--- src/rtl/gpio_irq_pkg.sv ---
package gpio_irq_pkg;

    localparam int REG_AW = 3;

    typedef enum logic [1:0] {
        SENSE_NONE = 2'b00,
        SENSE_RISE = 2'b01,
        SENSE_FALL = 2'b10,
        SENSE_BOTH = 2'b11
    } sense_e;

    typedef enum logic [REG_AW-1:0] {
        A_LEVEL   = 3'd0,
        A_MASK    = 3'd1,
        A_SENSE_H = 3'd2,
        A_SENSE_L = 3'd3,
        A_SRC     = 3'd4,
        A_EVT     = 3'd5,
        A_CFG     = 3'd6,
        A_NONE    = 3'd7
    } addr_e;

    typedef struct packed {
        logic  wr;
        logic  rd;
        addr_e addr;
    } bus_req_t;

    function automatic logic edge_hit(sense_e code, logic now_v, logic was_v);
        case (code)
            SENSE_RISE: return now_v & ~was_v;
            SENSE_FALL: return ~now_v & was_v;
            SENSE_BOTH: return now_v ^ was_v;
            default:    return 1'b0;
        endcase
    endfunction

endpackage

--- src/rtl/gpio_sync.sv ---
module gpio_sync #(
    parameter int W = 8
) (
    input  logic         clk,
    input  logic         rst,
    input  logic [W-1:0] async_in,
    output logic [W-1:0] sync_out
);
    logic [W-1:0] stage1_q;
    logic [W-1:0] stage2_q;

    always_ff @(posedge clk) begin
        if (rst) begin
            stage1_q <= '0;
            stage2_q <= '0;
        end else begin
            stage1_q <= async_in;
            stage2_q <= stage1_q;
        end
    end

    assign sync_out = stage2_q;
endmodule

--- src/rtl/gpio_edge_det.sv ---
module gpio_edge_det
    import gpio_irq_pkg::*;
#(
    parameter int N = 8
) (
    input  logic           clk,
    input  logic           rst,
    input  logic [N-1:0]   level,
    input  logic [2*N-1:0] sense,
    output logic [N-1:0]   hit
);
    logic [N-1:0] prev_q;

    always_ff @(posedge clk) begin
        if (rst) prev_q <= '0;
        else     prev_q <= level;
    end

    for (genvar g = 0; g < N; g++) begin : g_pin
        assign hit[g] = edge_hit(sense_e'(sense[2*g +: 2]), level[g], prev_q[g]);
    end
endmodule

--- src/rtl/gpio_irq_regs.sv ---
module gpio_irq_regs
    import gpio_irq_pkg::*;
#(
    parameter int N = 8
) (
    input  logic           clk,
    input  logic           rst,
    input  bus_req_t       req,
    input  logic [N-1:0]   wdata,
    input  logic [N-1:0]   level,
    input  logic [N-1:0]   hit,
    output logic [2*N-1:0] sense,
    output logic [N-1:0]   rdata,
    output logic           irq
);
    logic [N-1:0]   mask_q;
    logic [2*N-1:0] sense_q;
    logic [N-1:0]   src_q;
    logic [N-1:0]   evt_q;
    logic           autoclr_q;
    logic [N-1:0]   clr;

    always_comb begin
        clr = '0;
        if (req.wr && req.addr == A_SRC)
            clr = clr | wdata;
        if (req.rd && req.addr == A_LEVEL && autoclr_q)
            clr = '1;
    end

    always_ff @(posedge clk) begin
        if (rst) begin
            mask_q    <= '1;
            sense_q   <= '0;
            src_q     <= '0;
            evt_q     <= '0;
            autoclr_q <= 1'b0;
        end else begin
            src_q <= (src_q & ~clr) | (hit & ~mask_q);
            evt_q <= (evt_q & ~clr) | hit;
            if (req.wr) begin
                case (req.addr)
                    A_MASK:    mask_q          <= wdata;
                    A_SENSE_L: sense_q[N-1:0]  <= wdata;
                    A_SENSE_H: sense_q[2*N-1:N] <= wdata;
                    A_CFG:     autoclr_q       <= wdata[0];
                    default:   ;
                endcase
            end
        end
    end

    always_comb begin
        case (req.addr)
            A_LEVEL:   rdata = level;
            A_MASK:    rdata = mask_q;
            A_SENSE_H: rdata = sense_q[2*N-1:N];
            A_SENSE_L: rdata = sense_q[N-1:0];
            A_SRC:     rdata = src_q;
            A_EVT:     rdata = evt_q;
            A_CFG:     rdata = {{(N-1){1'b0}}, autoclr_q};
            default:   rdata = '0;
        endcase
    end

    assign sense = sense_q;
    assign irq   = |src_q;
endmodule

--- src/rtl/gpio_edge_irq.sv ---
module gpio_edge_irq
    import gpio_irq_pkg::*;
#(
    parameter int N = 8
) (
    input  logic              clk,
    input  logic              rst,
    input  logic [N-1:0]      pin_in,
    input  logic [REG_AW-1:0] reg_addr,
    input  logic              reg_wr,
    input  logic              reg_rd,
    input  logic [N-1:0]      reg_wdata,
    output logic [N-1:0]      reg_rdata,
    output logic              irq_oe
);
    logic [N-1:0]   level;
    logic [N-1:0]   hit;
    logic [2*N-1:0] sense;
    bus_req_t       req;

    assign req.wr   = reg_wr;
    assign req.rd   = reg_rd;
    assign req.addr = addr_e'(reg_addr);

    gpio_sync #(.W(N)) u_sync (
        .clk      (clk),
        .rst      (rst),
        .async_in (pin_in),
        .sync_out (level)
    );

    gpio_edge_det #(.N(N)) u_edge (
        .clk   (clk),
        .rst   (rst),
        .level (level),
        .sense (sense),
        .hit   (hit)
    );

    gpio_irq_regs #(.N(N)) u_regs (
        .clk   (clk),
        .rst   (rst),
        .req   (req),
        .wdata (reg_wdata),
        .level (level),
        .hit   (hit),
        .sense (sense),
        .rdata (reg_rdata),
        .irq   (irq_oe)
    );
endmodule

--- config.mk ---
export PLATFORM = sky130hd
export DESIGN_NAME = gpio_edge_irq
export DESIGN_NICKNAME = d
export VERILOG_FILES = /design/src/rtl/gpio_irq_pkg.sv /design/src/rtl/gpio_sync.sv /design/src/rtl/gpio_edge_det.sv /design/src/rtl/gpio_irq_regs.sv /design/src/rtl/gpio_edge_irq.sv
export SDC_FILE = /design/constraint.sdc
export NUM_CORES = 1
export LEC_CHECK = 0
export ABC_AREA = 1
export CAP_MARGIN = 10
export CORE_ASPECT_RATIO = 0.9
export CORE_UTILIZATION = 50
export CTS_CLUSTER_SIZE = 40
export DETAILED_ROUTE_END_ITERATION = 16
export DONT_BUFFER_PORTS = 1
export GPL_ROUTABILITY_DRIVEN = 0
export HOLD_SLACK_MARGIN = 0.1
export PLACE_DENSITY = 0.71
export SLEW_MARGIN = 20
export SYNTH_ARGS = -nofsm -noshare
export SYNTH_HDL_FRONTEND = slang
export SYNTH_SLANG_ARGS = --single-unit
export TNS_END_PERCENT = 50
--- constraint.sdc ---
create_clock -name clk -period 2.82 [get_ports clk]
set_input_delay 0.282 -clock clk [delete_from_list [all_inputs] [get_ports clk]]
set_output_delay 0.282 -clock clk [all_outputs]
set_load 0.01 [all_outputs]
# Yosys cells after proc, flatten, opt, wreduce, memory -nomap -nowiden

Index checks and enable logic that the tools add are counted.

Flip-flop bits (word level): 65
Latch bits: 0
RAM bits: 0
Bits in read-only memories: 0
Input port bits: 23
Output and inout port bits: 9
Word-level logic and storage cells: 106
Memories: 0

$add $sub $neg: 0
Multiply operators: 0
Divide/modulo/power cells: 0
Magnitude comparators: 0
Equal/unequal tests: 30
Shift operators: 0
Multiplexer cells: 11
Bitwise logic cells: 47
Reduce and logical (&&, ||, !) cells: 9

Operators by type and width:

| kind                 | count |
|---|---|
| $pmux W8 S7          | 1 |
| $eq A2 B2 Y1 const B | 16 |
| $and A8 B8 Y8        | 3 |
| $pmux W1 S3          | 8 |
| $and A1 B1 Y1        | 16 |
| $eq A2 B1 Y1 const B | 8 |
| $mux W8              | 2 |
| $not A1 Y1           | 16 |
| $not A8 Y8           | 2 |
| $or A8 B8 Y8         | 2 |
| $eq A3 B3 Y1 const B | 3 |
| $reduce_and A2 Y1    | 4 |
| $reduce_or A8 Y1     | 1 |
| $xor A1 B1 Y1        | 8 |
| $eq A3 B2 Y1 const B | 2 |
| $eq A3 B1 Y1 const B | 1 |
| $logic_and A1 B1 Y1  | 3 |
| $logic_not A3 Y1     | 1 |

# Depth between registers and ports, before layout

Depth in word-level cells: 7
Gate-level depth with buffers: 8
Depth with buffers taken out: 8

# By module

Synthesis repeated with hierarchy kept, for this count alone.

Cells, all modules: 464
Area, all modules: 3269.4 um2

Modules (own cells, without submodules):

| module        | instances | cells an instance | area an instance (um2) | seq. area each (um2) |
|---|---|---|---|---|
| gpio_irq_regs | 1         | 309               | 2083.2                 | 820.8 |
| gpio_edge_det | 1         | 105               | 711.9                  | 160.2 |
| gpio_sync     | 1         | 50                | 474.2                  | 320.3 |

# Worst setup path after synthesis

No wires, ideal clock.

Kind: input -> output
Start point: input reg_addr[2]
End point: output reg_rdata[6]
Arrival time: 1.054 ns
Required time: 2.538 ns
Path slack: 1.484 ns
Stages: 7
Buffers on the path: 2
Cell sequence: buf_4 inv_2 buf_4 nand3_1 o21ai_0 inv_1 nand3_1

Word-level cells in the longest chain between the ends: 2
Elaborated cells on any way between the ends: 8
Those cells by class: 6 x eq/ne; 1 x mux; 1 x reduce/logical

RTL lines:

| element                                    | line                | RTL |
|---|---|---|
| start: declaration                         | gpio_edge_irq.sv:9  | `input logic [REG_AW-1:0] reg_addr,` |
| $eq A3 B3 Y1, or another cell as far along | gpio_irq_regs.sv:54 | `case (req.addr)` |
| $pmux W8 S7 (*)                            | gpio_irq_regs.sv:54 |  |
| end: declaration                           | gpio_edge_irq.sv:13 | `output logic [N-1:0] reg_rdata,` |

Mark *: on every way between the ends. The rest lies on a longest branch, timed or not.

# Worst setup path in the final report

Start point: input reg_addr[1]
End point: output reg_rdata[4]

The elaborated chain is that of the path after synthesis.

==> flow_results.org <==
** Status
- The flow ran to the end, and the final reports show no timing, DRC or antenna violations.

** Worst setup path
- The worst setup path is of the in2out kind.
- STA puts the critical path data arrival time at around 1300 ps.
- Setup slack on the worst reg-to-reg path comes out at approximately 1600 ps.
- Critical path endpoint category :: output port
- Element type at the critical path start :: input pin
- Walking the worst path, the cells encountered are nor2_4, nand2_1, o21ai_0, nor2_1, nand2_1.
- Worst EP required :: about 2500 ps
- CP Max Fanout :: 13
- By instance count, the cell type seen most on the critical path is sky130_fd_sc_hd__nand2_1.
- In this design, the stage delay of the slowest critical-path cell is roughly 300 ps.
- Critical Path Slowest Stage Cell :: sky130_fd_sc_hd__nand2_1

** Global routing
- The number of global-route vias before repair came to about 2700.
- Initial antenna violation count :: 0
- The total overflow left after global routing is 0.
- Across every metal layer, demand over resource in global routing totals around a quarter.
- First-pass GRT wire length :: 13.3 mm
- Entering global routing, the biggest net connects 42 pins.

** Logic synthesis
- Number of library cell types mapped by synthesis :: 22
- Number of nets produced by synthesis :: 494
- After Yosys synthesis, and, or, nand and nor cells account for between 30 and 40% of the synthesized area.
- Summing the areas of all compound-gate instances in the mapped netlist gives between 8 and 9% of the synthesized area.
- Top cells by area in the synthesized netlist :: sky130_fd_sc_hd__dfxtp_1 (41%), sky130_fd_sc_hd__inv_1 (10%), sky130_fd_sc_hd__nand3_1 (10%), sky130_fd_sc_hd__nand2_1 (7.6%), sky130_fd_sc_hd__nor2_1 (7.3%)
- Each instance of the synthesized netlist takes up on average ~7 um2.
- The synthesized design devotes to its leading area cell type 40.7% of total area.
- The Yosys step of the flow raised 0 warnings.
- Synthesis produced a netlist whose cell count is ~460.
- Mux cell area share after synthesis :: 0%
- The synthesized netlist devotes 0% of its cell area to XOR and XNOR gates.
- After synthesis the netlist holds a flip-flop and latch count of between 60 and 70.
- Netlist area before placement :: 0.00319 mm2
- Largest family of logic cells by synthesized area :: simple AND/OR/NAND/NOR gates
- Adder-cell area share of the yosys netlist :: approximately 6.3%
- Sequential share of the synthesized area :: roughly two fifths
- The largest total area in the synthesized netlist belongs to sky130_fd_sc_hd__dfxtp_1.

** Cells and area
- Commonest non-fill, non-tap cells in the layout :: sky130_fd_sc_hd__inv_1 (88), sky130_fd_sc_hd__nand2_1 (65), sky130_fd_sc_hd__dfxtp_1 (65)
- For this run, the share of the core covered by cells in the final layout is between 50% and 60%.
- Share of layout cells above drive strength 1 :: between 5 and 6%
- Layout Area Growth over Synthesis :: 13.0%
- The library cell used most frequently in the layout, excluding fill and tap cells, is sky130_fd_sc_hd__inv_1.
- Nets :: approximately 500
- Total inserted antenna cells :: 0

** Drt
- Routed wire length per instance :: 14.5 um
- The count of nets left with antenna violations once routing finished came out at 0.
- For this run, the detailed router's first-pass iteration total came to 6.
- DRT Wirelength :: 8.12 mm
- After detailed routing, the number of remaining DRC violations is 0.
- Via/cell ratio :: roughly 5.3
- Total number of vias :: 2971
- Starting DRT DRC Count :: 300

** Power and ir drop
- Across the VDD grid, the largest voltage drop is roughly 0.00035 V.
- Switching share of power :: 24.0%
- The clock network accounts for 41.8% of the total power.
- Logic gate share of total power :: between 7 and 8%
- Switching pwr :: approximately 460 uW
- The analysis attributes to cell leakage a power of about 1.6 nW.
- Cell-internal power :: around 1.4 mW
- Sequential power share :: between 50% and 60%
- Pwr Density :: 528 mW/mm2
- Overall power consumption :: approximately 1.9 mW

** Hold path
- Hold Path Class :: in2reg

** Die
- In this run the count of I/O pins placed on the die edge is 32.
- The die covers between 0.006 and 0.007 mm2.
- Initial cell density of the core :: about half
- The floorplan has 27 rows.
- Core Region :: between 0.006 and 0.007 mm2
- Width of the chip :: ~86 um
- Die extent in y :: approximately 78 um

** Clocking
- Number of H-tree levels :: 3
- The later pin in the worst-skew pair is clocked with a latency of 350 ps.
- Bufs on Longest Clock Path :: 2
- The number of gates resized after CTS was 0.
- Clock Sinks :: 65
- TritonCTS built the clock tree.
- Clock transition at the register clock pins on the worst setup and hold paths after CTS :: about 70 ps
- The root buffer cell chosen for the clock tree is sky130_fd_sc_hd__clkbuf_8.
- Number of CTS-inserted buffers :: 9

** Placed design
- Buffers added on ports :: 0
- Detailed placement ended at an HPWL of around 5.5 mm.

** STA
- Maximum clock skew at final layout :: roughly 8.5 ps
- At the pin with the least slew margin, the transition time is about 690 ps.
- Maximum clock frequency :: 623 MHz
- Final Hold Viols :: 0
- On the final layout, the worst hold slack is between 90 and 100 ps.
- Final Setup Violations :: 0
- In the final timing run, aggregate negative setup slack is 0 ps.
- The final max-slew violation count was 0.
- Minimum period implied by the final worst setup slack :: roughly 1600 ps
- Setup repair after global routing missed its margin :: false
- Headroom to the max-slew limit :: roughly 54%
- Fraction of the cycle the final worst path needs :: between 50 and 60%

** Flow run
- Max-cap violations in this run came to 0.
per-layer routing:
metal	track usage (%)	up-vias	wire length, um
met1	33.8	1388	3510
met4	10.7	0	131
li1	-	1466	-
met3	8.94	14	714
met2	41.5	103	3770
met5	0	-	0
final cells by class:
| type | instances | area [um2] |
|---|---|---|
| Inverter | 91 | 352 |
| Sequential cell | 65 | 1300 |
| Fill cell | 597 | 2540 |
| Clock inverter | 3 | 40.0 |
| Multi-Input combinational cell | 283 | 1450 |
| Tap cell | 87 | 109 |
| Timing Repair Buffer | 19 | 200 |
| Clock buffer | 12 | 155 |
cell families after synthesis:
kind of cell,after synthesis
simple gates,215
buf+inv,107
flops,65
compound gates,52
fa+ha+maj,16
synth_stat cells:
master                      n
sky130_fd_sc_hd__ha_1      16
sky130_fd_sc_hd__buf_6      2
sky130_fd_sc_hd__nor3_1     1
sky130_fd_sc_hd__nand4_2    1
sky130_fd_sc_hd__nor3_4     2
sky130_fd_sc_hd__nand3_2    1
sky130_fd_sc_hd__inv_2      1
sky130_fd_sc_hd__inv_1     88
sky130_fd_sc_hd__clkbuf_1   8
sky130_fd_sc_hd__nand4_1   14
sky130_fd_sc_hd__nor2_4     1
sky130_fd_sc_hd__nand3_1   64
sky130_fd_sc_hd__a21oi_1   27
sky130_fd_sc_hd__nand2_4    2
sky130_fd_sc_hd__nor2_1    62
sky130_fd_sc_hd__clkinv_4   2
sky130_fd_sc_hd__buf_2      3
sky130_fd_sc_hd__nand2_1   65
sky130_fd_sc_hd__nor4_1     2
sky130_fd_sc_hd__buf_4      3
sky130_fd_sc_hd__dfxtp_1   65
sky130_fd_sc_hd__o21ai_0   25
worst max-delay path, delay by kind of cell:
family | cells | cell delay (ps)
AOI/OAI and AO/OA | 1 | 290
and+or+nand+nor | 4 | 750
repair_timing:
| action | CTS | global route |
|---|---|---|
| endpoints found under the hold margin | 49 | 1 |
| buffers inserted | 0 | 0 |
| hold buffers | 18 | 1 |
stage by stage:
stage / worst slack (ps) / cell area (um2) / instances
5_1_grt: 1150 / 3610 / 560
3_3_place_gp: 1330 / 3210 / 526
4_1_cts: 1280 / 3600 / 559
3_5_place_dp: 1280 / 3210 / 526
2_1_floorplan: 1480 / 3190 / 455
6_report: 1210 / 3610 / 560
final timing paths:
path	start	to	depth (start not counted)
max	reg_addr[1]	reg_rdata[4]	5
min	reg_wdata[5]	u_regs.sense[13]$_SDFFE_PP0P_	2
max reg2reg	u_sync.sync_out[6]$_SDFF_PP0_	u_regs.src_q[6]$_SDFF_PP0_	7
min reg2reg	u_sync.stage1_q[4]$_SDFF_PP0_	u_sync.sync_out[4]$_SDFF_PP0_	2
flip-flops by register name, summed over array words and instances, names as in the netlist:
register,count
u_regs.sense,16
u_edge.prev_q,8
u_regs.evt_q,8
u_regs.mask_q,8
u_regs.src_q,8
u_sync.stage1_q,8
u_sync.sync_out,8
u_regs.autoclr_q,1
power groups by stage:
| stage | clock network (mW) | registers, mW | logic [mW] |
|---|---|---|---|
| floorplan | 0 | 0.980 | 0.110 |
| global placement | 0 | 0.984 | 0.106 |
| detailed placement | 0 | 0.985 | 0.109 |
| CTS | 0.802 | 0.964 | 0.142 |
| global route | 0.851 | 0.968 | 0.163 |
| finish | 0.796 | 0.964 | 0.144 |
Note: power is estimated with default switching activity, not from simulation.
